==> src/rtl/cline_pkg.sv <==
package cline_pkg;

    localparam int UNIT_BYTES = 8;

    typedef enum logic [0:0] {
        ST_EMPTY = 1'b0,
        ST_FULL  = 1'b1
    } slot_state_t;

    // Stored size of a line in 8-byte units for each 2-bit code.
    function automatic logic [3:0] code_to_units(input logic [1:0] code);
        logic [3:0] u;
        unique case (code)
            2'b00:   u = 4'd0;
            2'b01:   u = 4'd1;
            2'b10:   u = 4'd4;
            default: u = 4'd8;
        endcase
        return u;
    endfunction

endpackage

==> src/rtl/cline_size_decode.sv <==
module cline_size_decode #(
    parameter int LINES  = 64,
    parameter int CODE_W = 2,
    parameter int UNIT_W = 4
) (
    input  logic [LINES*CODE_W-1:0] codes,
    output logic [LINES*UNIT_W-1:0] units
);

    for (genvar g = 0; g < LINES; g++) begin : g_lane
        assign units[g*UNIT_W +: UNIT_W] =
            UNIT_W'(cline_pkg::code_to_units(codes[g*CODE_W +: CODE_W]));
    end

endmodule

==> src/rtl/cline_prefix_sum.sv <==
module cline_prefix_sum #(
    parameter int LINES  = 64,
    parameter int UNIT_W = 4,
    parameter int IDX_W  = 6,
    parameter int SUM_W  = 9
) (
    input  logic [LINES*UNIT_W-1:0] units,
    input  logic [IDX_W-1:0]        idx,
    output logic [SUM_W-1:0]        sum
);

    logic [UNIT_W-1:0] masked [LINES];

    // Only lanes strictly below the requested index contribute.
    for (genvar g = 0; g < LINES; g++) begin : g_mask
        assign masked[g] = (IDX_W'(g) < idx) ? units[g*UNIT_W +: UNIT_W] : '0;
    end

    always_comb begin
        sum = '0;
        for (int k = 0; k < LINES; k++) begin
            sum = sum + SUM_W'(masked[k]);
        end
    end

endmodule

==> src/rtl/cline_ctrl.sv <==
module cline_ctrl (
    input  logic clk,
    input  logic rst_n,
    input  logic req_valid,
    input  logic rsp_ready,
    output logic req_ready,
    output logic rsp_valid,
    output logic load_en
);

    import cline_pkg::*;

    slot_state_t state_q, state_d;

    always_ff @(posedge clk) begin
        if (!rst_n) state_q <= ST_EMPTY;
        else        state_q <= state_d;
    end

    always_comb begin
        req_ready = 1'b1;
        rsp_valid = 1'b0;
        state_d   = state_q;
        unique case (state_q)
            ST_EMPTY: begin
                req_ready = 1'b1;
                rsp_valid = 1'b0;
                if (req_valid) state_d = ST_FULL;           // ACCEPT
            end
            ST_FULL: begin
                req_ready = rsp_ready;
                rsp_valid = 1'b1;
                if (rsp_ready && !req_valid) state_d = ST_EMPTY; // DRAIN
                else                         state_d = ST_FULL;  // REPLACE / HOLD
            end
            default: state_d = ST_EMPTY;
        endcase
        load_en = req_valid && req_ready;
    end

endmodule

==> src/rtl/cline_locator.sv <==
module cline_locator #(
    parameter int LINES  = 64,
    parameter int UNIT_W = 4
) (
    input  logic                         clk,
    input  logic                         rst_n,
    input  logic                         req_valid,
    output logic                         req_ready,
    input  logic [LINES*2-1:0]           req_codes,
    input  logic                         req_compressed,
    input  logic                         req_zero_page,
    input  logic [$clog2(LINES)-1:0]     req_index,
    output logic                         rsp_valid,
    input  logic                         rsp_ready,
    output logic [$clog2(LINES*8)+2:0]   rsp_offset,
    output logic [6:0]                   rsp_size,
    output logic                         rsp_zero_line,
    output logic                         rsp_split,
    output logic [1:0]                   rsp_bursts
);

    localparam int CODE_W = 2;
    localparam int IDX_W  = $clog2(LINES);
    localparam int SUM_W  = $clog2(LINES*8);
    localparam int OFF_W  = SUM_W + 3;
    localparam int SIZE_W = 7;

    logic [LINES*UNIT_W-1:0] units;
    logic [SUM_W-1:0]        sum;
    logic [UNIT_W-1:0]       sel_units;
    logic [SUM_W:0]          last_unit;
    logic                    load_en;

    logic [OFF_W-1:0]  off_d;
    logic [SIZE_W-1:0] size_d;
    logic              zl_d, split_d;
    logic [1:0]        bursts_d;

    cline_size_decode #(.LINES(LINES), .CODE_W(CODE_W), .UNIT_W(UNIT_W)) dec_i (
        .codes (req_codes),
        .units (units)
    );

    cline_prefix_sum #(.LINES(LINES), .UNIT_W(UNIT_W), .IDX_W(IDX_W), .SUM_W(SUM_W)) sum_i (
        .units (units),
        .idx   (req_index),
        .sum   (sum)
    );

    cline_ctrl ctrl_i (
        .clk       (clk),
        .rst_n     (rst_n),
        .req_valid (req_valid),
        .rsp_ready (rsp_ready),
        .req_ready (req_ready),
        .rsp_valid (rsp_valid),
        .load_en   (load_en)
    );

    assign sel_units = units[req_index*UNIT_W +: UNIT_W];
    assign last_unit = {1'b0, sum} + (SUM_W+1)'(sel_units) - (SUM_W+1)'(1);

    always_comb begin
        if (req_zero_page) begin
            off_d    = '0;
            size_d   = '0;
            zl_d     = 1'b1;
            split_d  = 1'b0;
            bursts_d = 2'd0;
        end else if (!req_compressed) begin
            off_d    = OFF_W'(req_index) << 6;
            size_d   = SIZE_W'(64);
            zl_d     = 1'b0;
            split_d  = 1'b0;
            bursts_d = 2'd1;
        end else begin
            off_d    = OFF_W'(sum) << 3;
            size_d   = SIZE_W'(sel_units) << 3;
            zl_d     = (sel_units == '0);
            split_d  = !zl_d && (last_unit[SUM_W:3] != {1'b0, sum[SUM_W-1:3]});
            bursts_d = zl_d ? 2'd0 : (split_d ? 2'd2 : 2'd1);
        end
    end

    always_ff @(posedge clk) begin
        if (!rst_n) begin
            rsp_offset    <= '0;
            rsp_size      <= '0;
            rsp_zero_line <= 1'b0;
            rsp_split     <= 1'b0;
            rsp_bursts    <= 2'd0;
        end else if (load_en) begin
            rsp_offset    <= off_d;
            rsp_size      <= size_d;
            rsp_zero_line <= zl_d;
            rsp_split     <= split_d;
            rsp_bursts    <= bursts_d;
        end
    end

endmodule

==> config.mk <==
export PLATFORM = sky130hd
export DESIGN_NAME = cline_locator
export DESIGN_NICKNAME = d
export VERILOG_FILES = /design/src/rtl/cline_pkg.sv /design/src/rtl/cline_size_decode.sv /design/src/rtl/cline_prefix_sum.sv /design/src/rtl/cline_ctrl.sv /design/src/rtl/cline_locator.sv
export SDC_FILE = /design/constraint.sdc
export NUM_CORES = 1
export LEC_CHECK = 0
export ABC_AREA = 1
export BUFFER_PORTS_ARGS = -buffer_cell sky130_fd_sc_hd__buf_2
export CAP_MARGIN = 20
export CORE_UTILIZATION = 61
export CTS_CLUSTER_DIAMETER = 80
export CTS_CLUSTER_SIZE = 25
export DETAILED_ROUTE_END_ITERATION = 12
export HOLD_SLACK_MARGIN = 0.03
export PLACE_DENSITY_LB_ADDON = 0.1
export RECOVER_POWER = 50
export SYNTH_ARGS = -nofsm -noshare
export SYNTH_HDL_FRONTEND = slang
export SYNTH_SLANG_ARGS = --single-unit
==> constraint.sdc <==
create_clock -name clk -period 11 [get_ports clk]
set_clock_uncertainty 0.05 [all_clocks]
set_input_delay 1.1 -clock clk [delete_from_list [all_inputs] [get_ports clk]]
set_output_delay 1.1 -clock clk [all_outputs]
set_load 0.01 [all_outputs]
==> impl_metrics.env, run 1 <==
export IMPL_area_growth_pct=10.1
export IMPL_cp_start_kind="input pin"
export IMPL_ys_ff_latch=16
export IMPL_synth_area_sq_mm=0.0108
export IMPL_cts_sinks=16
export IMPL_die_w_um=135
export IMPL_end_kind="register"
export IMPL_async_flop_share_pct=0
export IMPL_fin_crit_ps=10300
export IMPL_rsz0062_at_grt="false"
export IMPL_chipHeight_um=135
export IMPL_yosysWarnings=0
export IMPL_grt_max_degree=38
export IMPL_holdCritPathClass="reg -> reg"
export IMPL_cpMostUsedCell="fa_1"
export IMPL_wl_per_cell_um=18.6
export IMPL_port_buffers=157
export IMPL_ys_types=48
export IMPL_nNetsFinal=2145
export IMPL_cts_root_buf="clkbuf_16"
export IMPL_dr_pass1_iters=6
export IMPL_synth_edf_count=0
export IMPL_worstPathRequired_ps=11120
export IMPL_grt_ovfl_total=0
export IMPL_gp_congestion=1.01
export IMPL_grt_usage_pct=42.3
export IMPL_drtIter0Drc=964
export IMPL_synthCells=1603
export IMPL_numCtsBuffers=3
export IMPL_post_cts_buffers=0
export IMPL_min_from="rsp_offset[11]"
export IMPL_slowest_delay_ps=570
export IMPL_min_period_over_period_pct=93.6
export IMPL_io_pins=165
export IMPL_critical_path_slowest_cell="fa_1"
export IMPL_hold_end="rsp_offset[11]"
export IMPL_holdPathStages=2
export IMPL_cts_buffer_depth=2
export IMPL_fin_hold_ws_ps=416
export IMPL_synthFlopType="dfxtp_1"
export IMPL_reg2reg_depth=7
export IMPL_hold_viol=0
export IMPL_start_util_pct=62.4
export IMPL_h_tree_depth=1
export IMPL_synth_avg_cell_area_sq_um=6.73
export IMPL_synth_seq_area_share_pct=2.97
export IMPL_path_max_fanout=14
export IMPL_vias_per_cell=5.60
export IMPL_drt_total_wl_um=36800
export IMPL_maxSlewViolCount=0
export IMPL_fp_coreArea_sq_mm=0.0173
export IMPL_ant_nets=0
export IMPL_cts_tree="built"
export IMPL_worstReg2RegStart="ctrl_i.state_q"
export IMPL_hpwl_um=31700
export IMPL_status="completed"
export IMPL_finalSetupTns_ps=0
export IMPL_holdBufCountCts=0
export IMPL_drive_gt1_share_pct=11.5
export IMPL_critPathKind="in -> reg"
export IMPL_clock_latency_ps=250
export IMPL_drc=0
export IMPL_tightest_slew_ps=901
export IMPL_worst_r2r_setup_slack_ps=8920
export IMPL_vias=11086
export IMPL_cap_violations=0
export IMPL_timing_fmax_ghz=0.0971
export IMPL_clk_pin_slew_ps=50
export IMPL_cts_repair_resized=0
export IMPL_antenna_found_initial=1
export IMPL_grt_pass1_wl_um=57400
export IMPL_grt_pass1_vias=11141
export IMPL_dieArea_sq_mm=0.0182
export IMPL_setup_viol=0
export IMPL_cp_arrival_ps=10420
export IMPL_relSlewSlack_pct=39.9
export IMPL_placement_rows=48
export IMPL_r2r_end="rsp_offset[8]"
[through the flow]
step / utilization (%) / cell area [sq um] / worst slack (ps) / instances
final: 68.7 / 11900 / 704 / 1978
after global routing: 68.7 / 11900 / 206 / 1977
after CTS: 68.8 / 11900 / 805 / 1977
after detailed placement: 68.3 / 11800 / 588 / 1973
after global placement: 68.3 / 11800 / 799 / 1973
after floorplan: - / 10800 / 797 / 1609
[synth_stat cells, drive strengths merged (3+ instances only)]
master | number | area (sq um)
buf | 25 | 183
a21oi | 65 | 325
o2111ai | 3 | 26.3
a31oi | 4 | 25.0
o21ai | 96 | 480
xnor2 | 6 | 52.6
clkbuf | 16 | 60.1
a211oi | 6 | 45.0
a221oi | 7 | 61.3
nand4 | 9 | 56.3
dfxtp | 16 | 320
o22ai | 9 | 56.3
fa | 199 | 3980
or2 | 16 | 100
ha | 53 | 663
inv | 416 | 1560
nand2 | 357 | 1360
nor3 | 20 | 100
xor2 | 6 | 52.6
nor2 | 151 | 596
nand3 | 95 | 480
nand3b | 4 | 30.0
[cell families after synthesis]
logic type               after synthesis  share of synthesized area, %
AND/OR/NAND/NOR                      656                          25.4
AO/OA/AOI/OAI                        207                          10.7
other                                  1                        0.0347
XOR/XNOR                              12                         0.974
buffers and inverters                459                          16.8
adder cells (fa/ha/maj)              252                          43.1
flip-flops                            16                          2.97
[placed cells by master, fill, tap and decap left out, types with 23 or more instances in the layout]
cell / count
inv_1: 412
buf_4: 23
nand2_1: 350
ha_1: 53
nor2_1: 147
buf_2: 141
nand3_1: 94
o21ai_0: 84
fa_1: 199
a21oi_1: 65
[layout make-up]
type / count / area [sq um]
multi-input cells: 1134 / 8680
fillers: 1586 / 5410
inverters: 418 / 1570
repair buffers: 180 / 938
flip-flops and latches: 16 / 320
well taps: 225 / 282
clock buffers: 4 / 88.8
diodes: 1 / 2.50
[registers in the layout (all words and copies together), names as in the netlist]
signal          flops
rsp_offset          9
rsp_size            3
ctrl_i.state_q      1
rsp_bursts          1
rsp_split           1
rsp_zero_line       1
[routing by layer]
layer	vias up	wire length, um	GRT usage, %
met4	0	2060	20.8
met1	5098	14100	54.2
met3	145	4300	9.27
met2	707	16300	67.9
li1	5136	-	-
met5	-	0	0
[worst max-delay path, delay by kind of cell]
kind / cells / cell delay, ps
and+or+nand+nor: 10 / 1190
buffers and inverters: 9 / 1030
adders and majority gates: 13 / 5990
AOI/OAI and AO/OA: 4 / 1090
[how the worst max path moves through the flow]
stage / cells after the start / to / from
floorplan: 41 / rsp_bursts[0] / req_index[4]
global route: 43 / rsp_bursts[0] / req_index[5]
global placement: 36 / rsp_bursts[0] / req_index[5]
finish: 36 / rsp_bursts[0] / req_index[5]
CTS: 41 / rsp_bursts[0] / req_index[5]
detailed placement: 36 / rsp_bursts[0] / req_index[5]
Power of run 1 is left out: the tool's default activity adds up to more than one toggle a clock period on the data nets, which glitch-free logic cannot reach.
==> inputs of run 2 (changes only) <==
CORE_MARGIN = 3   (was not set)
==> run 2 against run 1 <==
  * Wire length shrank 0.11%
  * Sequential share of layout area is essentially flat
  * Critical path type unchanged
  * Flip-flop and latch count is the same
  * Via count grew 0.24%
  * Register-to-register slack gained 40 ps
  * First-iteration DRC count grew 15%
  * Maximum frequency shrank 0.93%
  * Critical path depth is the same
==> impl_metrics.env, run 2 (synthesis results as in run 1) <==
export IMPL_min_period_over_period_pct=94.5
export IMPL_status="completed"
export IMPL_grt_usage_pct=38.0
export IMPL_placement_rows=48
export IMPL_hold_viol=0
export IMPL_holdPathStages=2
export IMPL_slowest_delay_ps=840
export IMPL_gp_congestion=1.04
export IMPL_grt_pass1_wl_um=57900
export IMPL_drive_gt1_share_pct=11.3
export IMPL_dp_slack_ps=481
export IMPL_r2r_end="rsp_offset[8]"
export IMPL_cts_buffer_depth=2
export IMPL_antenna_found_initial=0
export IMPL_maxSlewViolCount=0
export IMPL_clk_pin_slew_ps=50
export IMPL_nNetsFinal=2142
export IMPL_clock_latency_ps=240
export IMPL_fin_crit_ps=10390
export IMPL_largestRegisters="rsp_offset (9), rsp_size (3)"
export IMPL_grt_max_degree=38
export IMPL_layout_setup_ws_ps=607
export IMPL_critPathKind="in -> reg"
export IMPL_dr_pass1_iters=6
export IMPL_numCtsBuffers=3
export IMPL_cts_repair_resized=0
export IMPL_cp_arrival_ps=10510
export IMPL_fin_hold_ws_ps=413
export IMPL_cts_root_buf="clkbuf_16"
export IMPL_finalSetupTns_ps=0
export IMPL_holdBufCountCts=0
export IMPL_worstPathRequired_ps=11120
export IMPL_wl_per_cell_um=18.6
export IMPL_largest_reg_flops=9
export IMPL_max_flop_register="rsp_offset"
export IMPL_cts_tree="built"
export IMPL_start_util_pct=62.4
export IMPL_holdCritPathClass="reg -> reg"
export IMPL_io_pins=165
export IMPL_final_common_cell="inv_1"
export IMPL_drt_total_wl_um=36700
export IMPL_cap_violations=0
export IMPL_crit_path_end="rsp_bursts[0]"
export IMPL_tightest_slew_ps=1020
export IMPL_worstReg2RegStart="ctrl_i.state_q"
export IMPL_area_growth_pct=9.77
export IMPL_cts_sinks=16
export IMPL_cp_start_kind="input pin"
export IMPL_ant_nets=0
export IMPL_h_tree_depth=1
export IMPL_worst_r2r_setup_slack_ps=8960
export IMPL_layout_cells_most_common_list="412 x inv_1, 350 x nand2_1, 199 x fa_1"
export IMPL_die_w_um=139
export IMPL_drtIter0Drc=1109
export IMPL_rsz0062_at_grt="false"
export IMPL_grt_ovfl_total=0
export IMPL_vias_per_cell=5.63
export IMPL_grt_pass1_vias=11061
export IMPL_critical_path_slowest_cell="nor2_1"
export IMPL_relSlewSlack_pct=31.9
export IMPL_setup_viol=0
export IMPL_reg2reg_depth=7
export IMPL_vias=11113
export IMPL_post_cts_buffers=0
export IMPL_cpMostUsedCell="fa_1"
export IMPL_dieArea_sq_mm=0.0193
export IMPL_startpoint="req_index[3]"
export IMPL_hpwl_um=31900
export IMPL_path_max_fanout=7
export IMPL_timing_fmax_ghz=0.0962
export IMPL_port_buffers=157
export IMPL_end_kind="register"
export IMPL_drc=0
export IMPL_fp_coreArea_sq_mm=0.0173
export IMPL_chipHeight_um=139
==> run 2: area by class of cell <==
cell class              count  area, sq um
diodes                      1         2.50
multi-input cells        1134         8680
well taps                 225          282
repair buffers            177          916
inverters                 418         1570
flip-flops and latches     16          320
clock buffers               3         75.1
fillers                  1593         5450
==> run 2: worst min path at each step <==
stage	slack, ps	from	to
6_report	410	rsp_size[5]	rsp_size[5]
3_3_place_gp	400	rsp_offset[4]	rsp_offset[4]
4_1_cts	410	rsp_offset[8]	rsp_offset[8]
5_1_grt	430	rsp_size[3]	rsp_size[3]
3_5_place_dp	400	rsp_offset[8]	rsp_offset[8]
2_1_floorplan	440	rsp_bursts[0]	rsp_bursts[0]
==> run 2: critical path, delay by kind of cell <==
kind / cells / cell delay, ps
adder cells (fa/ha/maj): 13 / 5810
AND/OR/NAND/NOR: 12 / 2000
buffers and inverters: 8 / 830
AO/OA/AOI/OAI: 3 / 800
==> run 2: through the flow <==
step	utilization, %	cells	area, sq um
6_report	68.5	1974	11800
5_1_grt	68.5	1973	11800
4_1_cts	68.6	1973	11900
3_3_place_gp	68.2	1970	11800
2_1_floorplan	-	1609	10800
3_5_place_dp	68.2	1970	11800
==> run 2: layer usage <==
| layer | up-vias | global-route usage (%) | part of all wire [%] |
|---|---|---|---|
| met5 | - | 0 | 0 |
| li1 | 5125 | - | - |
| met3 | 143 | 7.14 | 12 |
| met1 | 5134 | 52.2 | 39 |
| met2 | 711 | 61.0 | 45 |
| met4 | 0 | 13.2 | 4.7 |
Power of run 2 is left out for the same reason.
